`config.mk`:
```
export PLATFORM = sky130hd
export DESIGN_NAME = utopia_port
export DESIGN_NICKNAME = d
export VERILOG_FILES = /design/src/rtl/utopia_pkg.sv /design/src/rtl/utopia_cell_cnt.sv /design/src/rtl/utopia_rx.sv /design/src/rtl/utopia_tx.sv /design/src/rtl/utopia_port.sv
export SDC_FILE = /design/constraint.sdc
export NUM_CORES = 1
export LEC_CHECK = 0
export BUFFER_PORTS_ARGS = -buffer_cell sky130_fd_sc_hd__buf_2
export CAP_MARGIN = 20
export CORE_UTILIZATION = 51
export CTS_CLUSTER_DIAMETER = 60
export DETAILED_ROUTE_END_ITERATION = 10
export PLACE_DENSITY = 0.8
export SLEW_MARGIN = 10
export SYNTH_ARGS = -nofsm -noshare
export SYNTH_HDL_FRONTEND = slang
export SYNTH_SLANG_ARGS = --single-unit
```
`constraint.sdc`:
```
create_clock -name clk_i -period 2.8 [get_ports clk_i]
set_clock_uncertainty 0.1 [all_clocks]
set_input_delay 0.14 -clock clk_i [delete_from_list [all_inputs] [get_ports clk_i]]
set_output_delay 0.14 -clock clk_i [all_outputs]
set_load 0.05 [all_outputs]
```
`src/rtl/utopia_pkg.sv`:
```
`timescale 1ns/1ps
package utopia_pkg;
  typedef enum logic {
    MODE_OCTET = 1'b0,
    MODE_CELL  = 1'b1
  } xfer_mode_e;

  localparam int unsigned CELL_LEN = 53;
  localparam int unsigned BYTE_W   = 8;
endpackage

```
`src/rtl/utopia_cell_cnt.sv`:
```
`timescale 1ns/1ps
module utopia_cell_cnt #(
  parameter int unsigned CELL_BYTES = 53
) (
  input  logic clk_i,
  input  logic rst_ni,
  input  logic step_i,
  input  logic restart_i,
  output logic first_o,
  output logic last_o,
  output logic next_first_o
);
  localparam int unsigned CNT_W = $clog2(CELL_BYTES);
  localparam logic [CNT_W-1:0] LAST_IDX = CNT_W'(CELL_BYTES - 1);

  logic [CNT_W-1:0] cnt_q, cnt_d;

  always_comb begin
    cnt_d = cnt_q;
    if (step_i) begin
      if (restart_i)             cnt_d = CNT_W'(1);  // this byte was byte 0
      else if (cnt_q == LAST_IDX) cnt_d = '0;
      else                       cnt_d = cnt_q + 1'b1;
    end
  end

  always_ff @(posedge clk_i or negedge rst_ni) begin
    if (!rst_ni) cnt_q <= '0;
    else         cnt_q <= cnt_d;
  end

  assign first_o      = (cnt_q == '0);
  assign last_o       = (cnt_q == LAST_IDX);
  assign next_first_o = (cnt_d == '0);
endmodule

```
`src/rtl/utopia_rx.sv`:
```
`timescale 1ns/1ps
module utopia_rx
  import utopia_pkg::*;
#(
  parameter int unsigned DATA_W     = 8,
  parameter int unsigned CELL_BYTES = 53
) (
  input  logic              clk_i,
  input  logic              rst_ni,
  input  xfer_mode_e        mode_i,
  input  logic [DATA_W-1:0] rx_data_i,
  input  logic              rx_soc_i,
  input  logic              rx_stat_i,
  output logic              rx_enb_no,
  input  logic              rx_ready_i,
  output logic [DATA_W-1:0] rx_byte_o,
  output logic              rx_valid_o,
  output logic              rx_sop_o,
  output logic              rx_eoc_o,
  output logic              rx_frm_err_o
);
  logic take, hunt_drop, bad_soc, step;
  logic first, last, next_first;

  assign take      = !rx_enb_no && ((mode_i == MODE_CELL) || rx_stat_i);
  assign hunt_drop = take && first && !rx_soc_i;
  assign bad_soc   = take && !first && rx_soc_i;
  assign step      = take && !hunt_drop;

  utopia_cell_cnt #(.CELL_BYTES(CELL_BYTES)) cnt_i (
    .clk_i       (clk_i),
    .rst_ni      (rst_ni),
    .step_i      (step),
    .restart_i   (bad_soc),
    .first_o     (first),
    .last_o      (last),
    .next_first_o(next_first)
  );

  // cell mode: boundary needs cell-available, mid-cell runs free
  logic enb_d;
  assign enb_d = rx_ready_i && ((mode_i == MODE_OCTET) || !next_first || rx_stat_i);

  always_ff @(posedge clk_i or negedge rst_ni) begin
    if (!rst_ni) begin
      rx_enb_no    <= 1'b1;
      rx_byte_o    <= '0;
      rx_valid_o   <= 1'b0;
      rx_sop_o     <= 1'b0;
      rx_eoc_o     <= 1'b0;
      rx_frm_err_o <= 1'b0;
    end else begin
      rx_enb_no    <= !enb_d;
      rx_valid_o   <= step;
      rx_sop_o     <= step && rx_soc_i;
      rx_eoc_o     <= step && last && !bad_soc;
      rx_frm_err_o <= bad_soc;
      if (step) rx_byte_o <= rx_data_i;
    end
  end
endmodule

```
`src/rtl/utopia_tx.sv`:
```
`timescale 1ns/1ps
module utopia_tx
  import utopia_pkg::*;
#(
  parameter int unsigned DATA_W     = 8,
  parameter int unsigned CELL_BYTES = 53
) (
  input  logic              clk_i,
  input  logic              rst_ni,
  input  xfer_mode_e        mode_i,
  input  logic              tx_active_i,
  input  logic [DATA_W-1:0] tx_byte_i,
  input  logic              tx_sop_i,
  input  logic              tx_valid_i,
  output logic              tx_ready_o,
  output logic [DATA_W-1:0] tx_data_o,
  output logic              tx_soc_o,
  output logic              tx_enb_no,
  input  logic              tx_stat_i
);
  logic first, last, next_first;
  logic permit, take, drop, step;

  always_comb begin
    unique case (mode_i)
      MODE_CELL:  permit = !first || tx_stat_i;
      default:    permit = tx_stat_i;
    endcase
  end

  assign tx_ready_o = tx_active_i && permit;
  assign take       = tx_valid_i && tx_ready_o;
  assign drop       = take && first && !tx_sop_i;
  assign step       = take && !drop;

  utopia_cell_cnt #(.CELL_BYTES(CELL_BYTES)) cnt_i (
    .clk_i       (clk_i),
    .rst_ni      (rst_ni),
    .step_i      (step),
    .restart_i   (1'b0),
    .first_o     (first),
    .last_o      (last),
    .next_first_o(next_first)
  );

  always_ff @(posedge clk_i or negedge rst_ni) begin
    if (!rst_ni) begin
      tx_enb_no <= 1'b1;
      tx_soc_o  <= 1'b0;
      tx_data_o <= '0;
    end else begin
      tx_enb_no <= !step;
      tx_soc_o  <= step && first;
      if (step) tx_data_o <= tx_byte_i;
    end
  end

  logic unused_cnt;
  assign unused_cnt = last ^ next_first;
endmodule

```
`src/rtl/utopia_port.sv`:
```
`timescale 1ns/1ps
module utopia_port
  import utopia_pkg::*;
#(
  parameter int unsigned DATA_W     = BYTE_W,
  parameter int unsigned CELL_BYTES = CELL_LEN
) (
  input  logic              clk_i,
  input  logic              rst_ni,
  input  logic              cell_mode_i,
  input  logic [DATA_W-1:0] rx_data_i,
  input  logic              rx_soc_i,
  input  logic              rx_stat_i,
  output logic              rx_enb_no,
  input  logic              rx_ready_i,
  output logic [DATA_W-1:0] rx_byte_o,
  output logic              rx_valid_o,
  output logic              rx_sop_o,
  output logic              rx_eoc_o,
  output logic              rx_frm_err_o,
  input  logic              tx_active_i,
  input  logic [DATA_W-1:0] tx_byte_i,
  input  logic              tx_sop_i,
  input  logic              tx_valid_i,
  output logic              tx_ready_o,
  output logic [DATA_W-1:0] tx_data_o,
  output logic              tx_soc_o,
  output logic              tx_enb_no,
  input  logic              tx_stat_i
);
  xfer_mode_e mode;
  assign mode = xfer_mode_e'(cell_mode_i);

  utopia_rx #(.DATA_W(DATA_W), .CELL_BYTES(CELL_BYTES)) rx_i (
    .clk_i       (clk_i),
    .rst_ni      (rst_ni),
    .mode_i      (mode),
    .rx_data_i   (rx_data_i),
    .rx_soc_i    (rx_soc_i),
    .rx_stat_i   (rx_stat_i),
    .rx_enb_no   (rx_enb_no),
    .rx_ready_i  (rx_ready_i),
    .rx_byte_o   (rx_byte_o),
    .rx_valid_o  (rx_valid_o),
    .rx_sop_o    (rx_sop_o),
    .rx_eoc_o    (rx_eoc_o),
    .rx_frm_err_o(rx_frm_err_o)
  );

  utopia_tx #(.DATA_W(DATA_W), .CELL_BYTES(CELL_BYTES)) tx_i (
    .clk_i      (clk_i),
    .rst_ni     (rst_ni),
    .mode_i     (mode),
    .tx_active_i(tx_active_i),
    .tx_byte_i  (tx_byte_i),
    .tx_sop_i   (tx_sop_i),
    .tx_valid_i (tx_valid_i),
    .tx_ready_o (tx_ready_o),
    .tx_data_o  (tx_data_o),
    .tx_soc_o   (tx_soc_o),
    .tx_enb_no  (tx_enb_no),
    .tx_stat_i  (tx_stat_i)
  );
endmodule

```
# Word-level counts from Yosys, hierarchy flattened
# Index checks and enable logic that the tools add are counted.
word_totals:
  reg_bits: 35
  latchBits: 0
  ramBits: 0
  rom_bits: 0
  inputBits: 26
  elab_cells: 55
  n_memories: 0
op_classes:
  addsub: 2
  multipliers: 0
  n_div: 0
  magnitude_cmp: 0
  n_eq_ne: 2
  n_shift: 0
  mux: 5
  n_bitwise: 1
  n_reduce_logical: 34
op_table:
  columns: ["op", "n"]
  rows:
  - ["two-way mux 6 bit", 4]
  - ["zero test 6 bit", 3]
  - ["logical AND 1 bit", 16]
  - ["adder 6 x 1 -> 6 bit (second input constant)", 2]
  - ["== test 6 bit (second input constant)", 2]
  - ["zero test 1 bit", 11]
  - ["logical OR 1 bit", 4]
  - ["two-way mux 1 bit", 1]
  - ["NOT 1 bit", 1]

# Longest topological paths before layout
logic_depth:
  depth_word: 13
  ltp_mapped: 9
  depth_no_buf: 8

# Modules after synthesis
# Synthesis repeated with hierarchy kept, for this count alone.
hier_totals:
  hier_cells: 152
  hier_area_um2: 1755.4
by_module_without_submodules:
  columns: ["mod", "instances", "cells_per_inst", "area_per_inst_um2", "seq_area_each_um2"]
  rows:
  - ["utopia_cell_cnt", 2, 48, 420.4, 150.1]
  - ["utopia_rx", 1, 29, 483.0, 326.6]
  - ["utopia_tx", 1, 27, 431.7, 251.5]

# Least setup slack after synthesis
# Ideal clock, no wire load.
synth_timing:
  path_kind: "register -> register"
  startpoint: "reg rx_i.cnt_i.cnt_q[0]"
  endpoint: "reg rx_i.rx_enb_no"
  setup_time_ps: 89
  arrival_ps: 1890
  path_slack_ps: 721
  path_stages_with_launch: 8
  path_buffers: 0
  period_less_slack_ps: 2079
  path_cell_list: "dfrtp_1 inv_1 ha_1 or4b_4 or4_1 nand3_1 nand4b_1 o41ai_2"
synth_via:
  elab_chain_cells: 12
  elab_cells_between_ends: 19
synth_rtl:
  columns: ["element", "line", "text"]
  rows:
  - ["start, declared", "utopia_cell_cnt.sv:16", "logic [CNT_W-1:0] cnt_q, cnt_d;"]
  - ["start signal, assigned", "utopia_cell_cnt.sv:29", "else cnt_q <= cnt_d;"]
  - ["branches (longest 5 deep; another with adder 6 x 1 -> 6 bit)", null, null]
  - ["two-way mux 6 bit *", "utopia_cell_cnt.sv:20", "if (step_i) begin"]
  - ["named net rx_i.cnt_i.cnt_d[1]", "utopia_cell_cnt.sv:16", null]
  - ["zero test 6 bit *", "utopia_cell_cnt.sv:34", "assign next_first_o = (cnt_d == '0);"]
  - ["zero test 1 bit *", "utopia_rx.sv:42", "assign enb_d = rx_ready_i && ((mode_i == MODE_OCTET) || !next_first || rx_stat_i);"]
  - ["logical OR 1 bit * (2 in a row)", "utopia_rx.sv:42", null]
  - ["logical AND 1 bit *", "utopia_rx.sv:42", null]
  - ["zero test 1 bit *", "utopia_rx.sv:53", "rx_enb_no <= !enb_d;"]
  - ["end signal, assigned", "utopia_rx.sv:53", null]
  - ["end, declared", "utopia_rx.sv:14", "output logic rx_enb_no,"]
# Mark *: on every way through the listed nets, which the timed path passes.
# A chain may end at the register's enable or synchronous reset.

# Worst setup path in the final report
layout_timing:
  startpoint: "reg tx_i.cnt_i.cnt_q[0]"
  endpoint: "reg tx_i.cnt_i.cnt_q[0]"
layout_via:
  elab_chain_cells: 10
  elab_cells_between_ends: 13
layout_rtl:
  columns: ["element", "line", "text"]
  rows:
  - ["start, declared", "utopia_cell_cnt.sv:16", null]
  - ["start signal, assigned", "utopia_cell_cnt.sv:29", null]
  - ["zero test 6 bit", "utopia_cell_cnt.sv:32", "assign first_o = (cnt_q == '0);"]
  - ["zero test 1 bit", "utopia_tx.sv:26", "MODE_CELL: permit = !first || tx_stat_i;"]
  - ["logical OR 1 bit", "utopia_tx.sv:26", null]
  - ["two-way mux 1 bit", "utopia_tx.sv:25", "unique case (mode_i)"]
  - ["logical AND 1 bit", "utopia_tx.sv:31", "assign tx_ready_o = tx_active_i && permit;"]
  - ["logical AND 1 bit", "utopia_tx.sv:32", "assign take = tx_valid_i && tx_ready_o;"]
  - ["logical AND 1 bit (2 in a row)", "utopia_tx.sv:33", "assign drop = take && first && !tx_sop_i;"]
  - ["zero test 1 bit", "utopia_tx.sv:34", "assign step = take && !drop;"]
  - ["logical AND 1 bit", "utopia_tx.sv:34", null]
# Several ways; a longest one is shown, not always the timed one.

==> results.json <==
{
  "outcome": "completed",
  "synth_simple_gate_area_share_pct": 16.4,
  "synth_common_cells": "dfrtp_1, mux2_2, nor2_1, o21ai_0",
  "clock_latency_ns": 0.33,
  "antenna_found_initial": 0,
  "cts_tree": "yes",
  "rsz0062_at_grt": "no",
  "ys_ff_latch": 35,
  "worst-r2r-setup-slack_ns": 0.33,
  "place_area_um2": 2010,
  "io_pins": 50,
  "synth_fp_nets": 188,
  "seqCellArea_um2": 878,
  "synth_xor_area_share_pct": 0,
  "slew_headroom_pct": 51.7,
  "dr.pass1.iters": 4,
  "synth_top_family_by_area": "simple AND/OR/NAND/NOR gates",
  "die_h_um": 60.7,
  "whs_ns": 0.169,
  "antenna_cells": 0,
  "ant_nets": 0,
  "dpl.hpwl_mm": 2.64,
  "gp_congestion": 0.876,
  "die_w_um": 60.7,
  "num_vias": 1500,
  "dieArea_um2": 3690,
  "drive_gt1_share_pct": 36.0,
  "cts_resized": 0,
  "grt_pass1_wl_mm": 6.31,
  "start_util_pct": 55.8,
  "setup_viol": 0,
  "synth_area_um2": 1760,
  "via_per_inst": 5.51,
  "grt_pass1_vias": 1440,
  "drt_iter0_markers": 56,
  "cts_buffers": 5,
  "finalHoldViolations": 0,
  "fin_tns_setup_ns": 0,
  "synthAdderAreaFrac_pct": 2.84,
  "finalPower_mw": 2.13,
  "nFillCells": 235,
  "num_rows": 20,
  "syn_avg_cell_area_um2": 11.1,
  "yosysSeqAreaShare_pct": 49.9,
  "power.density_nw_per_um2": 928,
  "fin_crit_sh_pct": 88.1,
  "fin_nets": 257,
  "htreeDepth": 2,
  "design_area_um2": 2300,
  "leakage_nw": 1.06,
  "period_needed_ns": 2.47,
  "netlist_top_cells_area": "dfrtp_1, mux2_2, dfstp_2, ha_1, o21ai_0",
  "maxCapViolCount": 0,
  "max-clock-path-buffers": 2,
  "crit_path_max_fanout": 17,
  "hold_path_class": "primary input to flop",
  "routed_wl_mm": 3.91,
  "area_growth_pct": 30.8,
  "drcViolationCount": 0,
  "path_class": "flop to flop",
  "grt_use_total_pct": 23.7,
  "synth-compound-area-share_pct": 13.7,
  "post_drt_wl_per_cell_um": 14.4,
  "slew_viol_final": 0,
  "cp-start-kind": "flop",
  "clk_pin_slew_ns": 0.10,
  "tightest_slew_ns": 0.725,
  "synthMostInstantiatedCell": "dfrtp_1",
  "synth_cells": 158,
  "io_buffers": 49,
  "yosys.area.top_type": "dfrtp_1",
  "cts.sinks": 35,
  "required_ns": 2.93,
  "synth_mux_area_share_pct": 11.5,
  "synth_top_flop_cell": "dfrtp_1",
  "core_area_um2": 3150,
  "synth_edf_count": 0,
  "ys_async_sr_fraction_pct": 100,
  "gr-total-overflow": 0,
  "end_kind": "flop",
  "yosys.area.top_type_share_pct": 46.9,
  "multi_input_area_um2": 782,
  "ys_warn_count": 0,
  "grt_start_max_net_pins": 36,
  "crit_arrival_ns": 2.60,
  "max_freq_mhz": 406,
  "ys_types": 43,
  "peakVddDrop_mv": 0.551,
  "clock-root-buffer": "clkbuf_4"
}
==> state kept, by name, indices dropped and copies added, names as in the netlist <==
name	cells
tx_i.tx_soc_o	1
rx_i.cnt_i.cnt_q	6
rx_i.rx_frm_err_o	1
tx_i.tx_data_o	8
tx_i.cnt_i.cnt_q	6
rx_i.rx_enb_no	1
rx_i.rx_sop_o	1
rx_i.rx_eoc_o	1
tx_i.tx_enb_no	1
rx_i.rx_valid_o	1
rx_i.rx_byte_o	8
==> metal layers <==
metal / routed length [µm] / track usage (%) / share of wire (%) / up-vias
li1: - / - / - / 706
met1: 1530 / 28.0 / 39 / 737
met2: 2140 / 40.7 / 55 / 48
met3: 152 / 4.48 / 3.9 / 9
met4: 85 / 13.3 / 2.2 / 0
met5: 0 / 0 / 0 / -
==> path summary, 6_finish.rpt <==
check,startpoint,to,depth (start not counted)
worst max-delay path,tx_i.cnt_i.cnt_q[0],tx_i.cnt_i.cnt_q[0],8
worst min-delay path,rx_stat_i,rx_i.rx_enb_no,4
worst max register to register,tx_i.cnt_i.cnt_q[0],tx_i.cnt_i.cnt_q[0],8
worst min register to register,rx_i.rx_byte_o[7],rx_i.rx_byte_o[7],1
max in group asynchronous,rst_ni,tx_i.tx_soc_o,2
min in group asynchronous,rst_ni,rx_i.cnt_i.cnt_q[5],2
==> cell usage in the layout, fill, tap and decap left out, types with 2 or more instances in the layout <==
master / count
buf_2: 49
dfrtp_1: 33
dlygate4sd3_1: 19
mux2_2: 14
nor2_1: 13
o21ai_0: 10
inv_1: 9
nand2_1: 9
nor3_1: 8
nand3_1: 6
a21oi_1: 6
clkbuf_4: 5
ha_1: 4
a31oi_1: 3
o211ai_1: 3
mux2_4: 3
and4b_1: 2
o21a_1: 2
nand4_1: 2
bufinv_16: 2
buf_4: 2
dfstp_2: 2
==> where the power goes <==
group	switching, mW	internal (mW)
Combinational	0.540	0.307
Sequential	0.188	0.651
Clock	0.169	0.279
Total	0.898	1.24
==> timing repair <==
item	in CTS	in global routing
hold buffers	19	0
setup buffers	0	0
endpoints found under the setup margin	0	0
endpoints found under the hold margin	51	0
==> through the flow <==
stage | util (%) | instances | worst slack [ns]
final | 73.0 | 272 | 0.334
after global routing | 73.0 | 272 | 0.0933
after CTS | 73.0 | 272 | 0.411
after detailed placement | 63.7 | 245 | 0.444
after global placement | 63.7 | 245 | 0.529
after floorplan | - | 158 | 0.721
==> worst max-delay path: stages (launching register included) <==
cell and delay [ns]:
dfrtp_1 0.44, inv_1 0.08, ha_1 0.19, nand2b_1 0.13, o21a_1 0.17, o211a_1 0.54
inv_1 0.21, or3_1 0.38, o21ai_0 0.12
==> logic make-up after synthesis <==
group,after synthesis
AND/OR/NAND/NOR,50
AO/OA/AOI/OAI,35
flip-flops,35
buffers and inverters,17
multiplexers,17
adder cells (fa/ha/maj),4
==> area by class of cell <==
type	count	share of cell area [%]
Clock buffer	6	1.79
Clock inverter	2	2.61
Inverter	9	1.47
Multi-Input combinational cell	106	34.0
Sequential cell	35	38.2
Tap cell	44	2.39
Timing Repair Buffer	70	19.6
(Power assumes the default switching activity.)
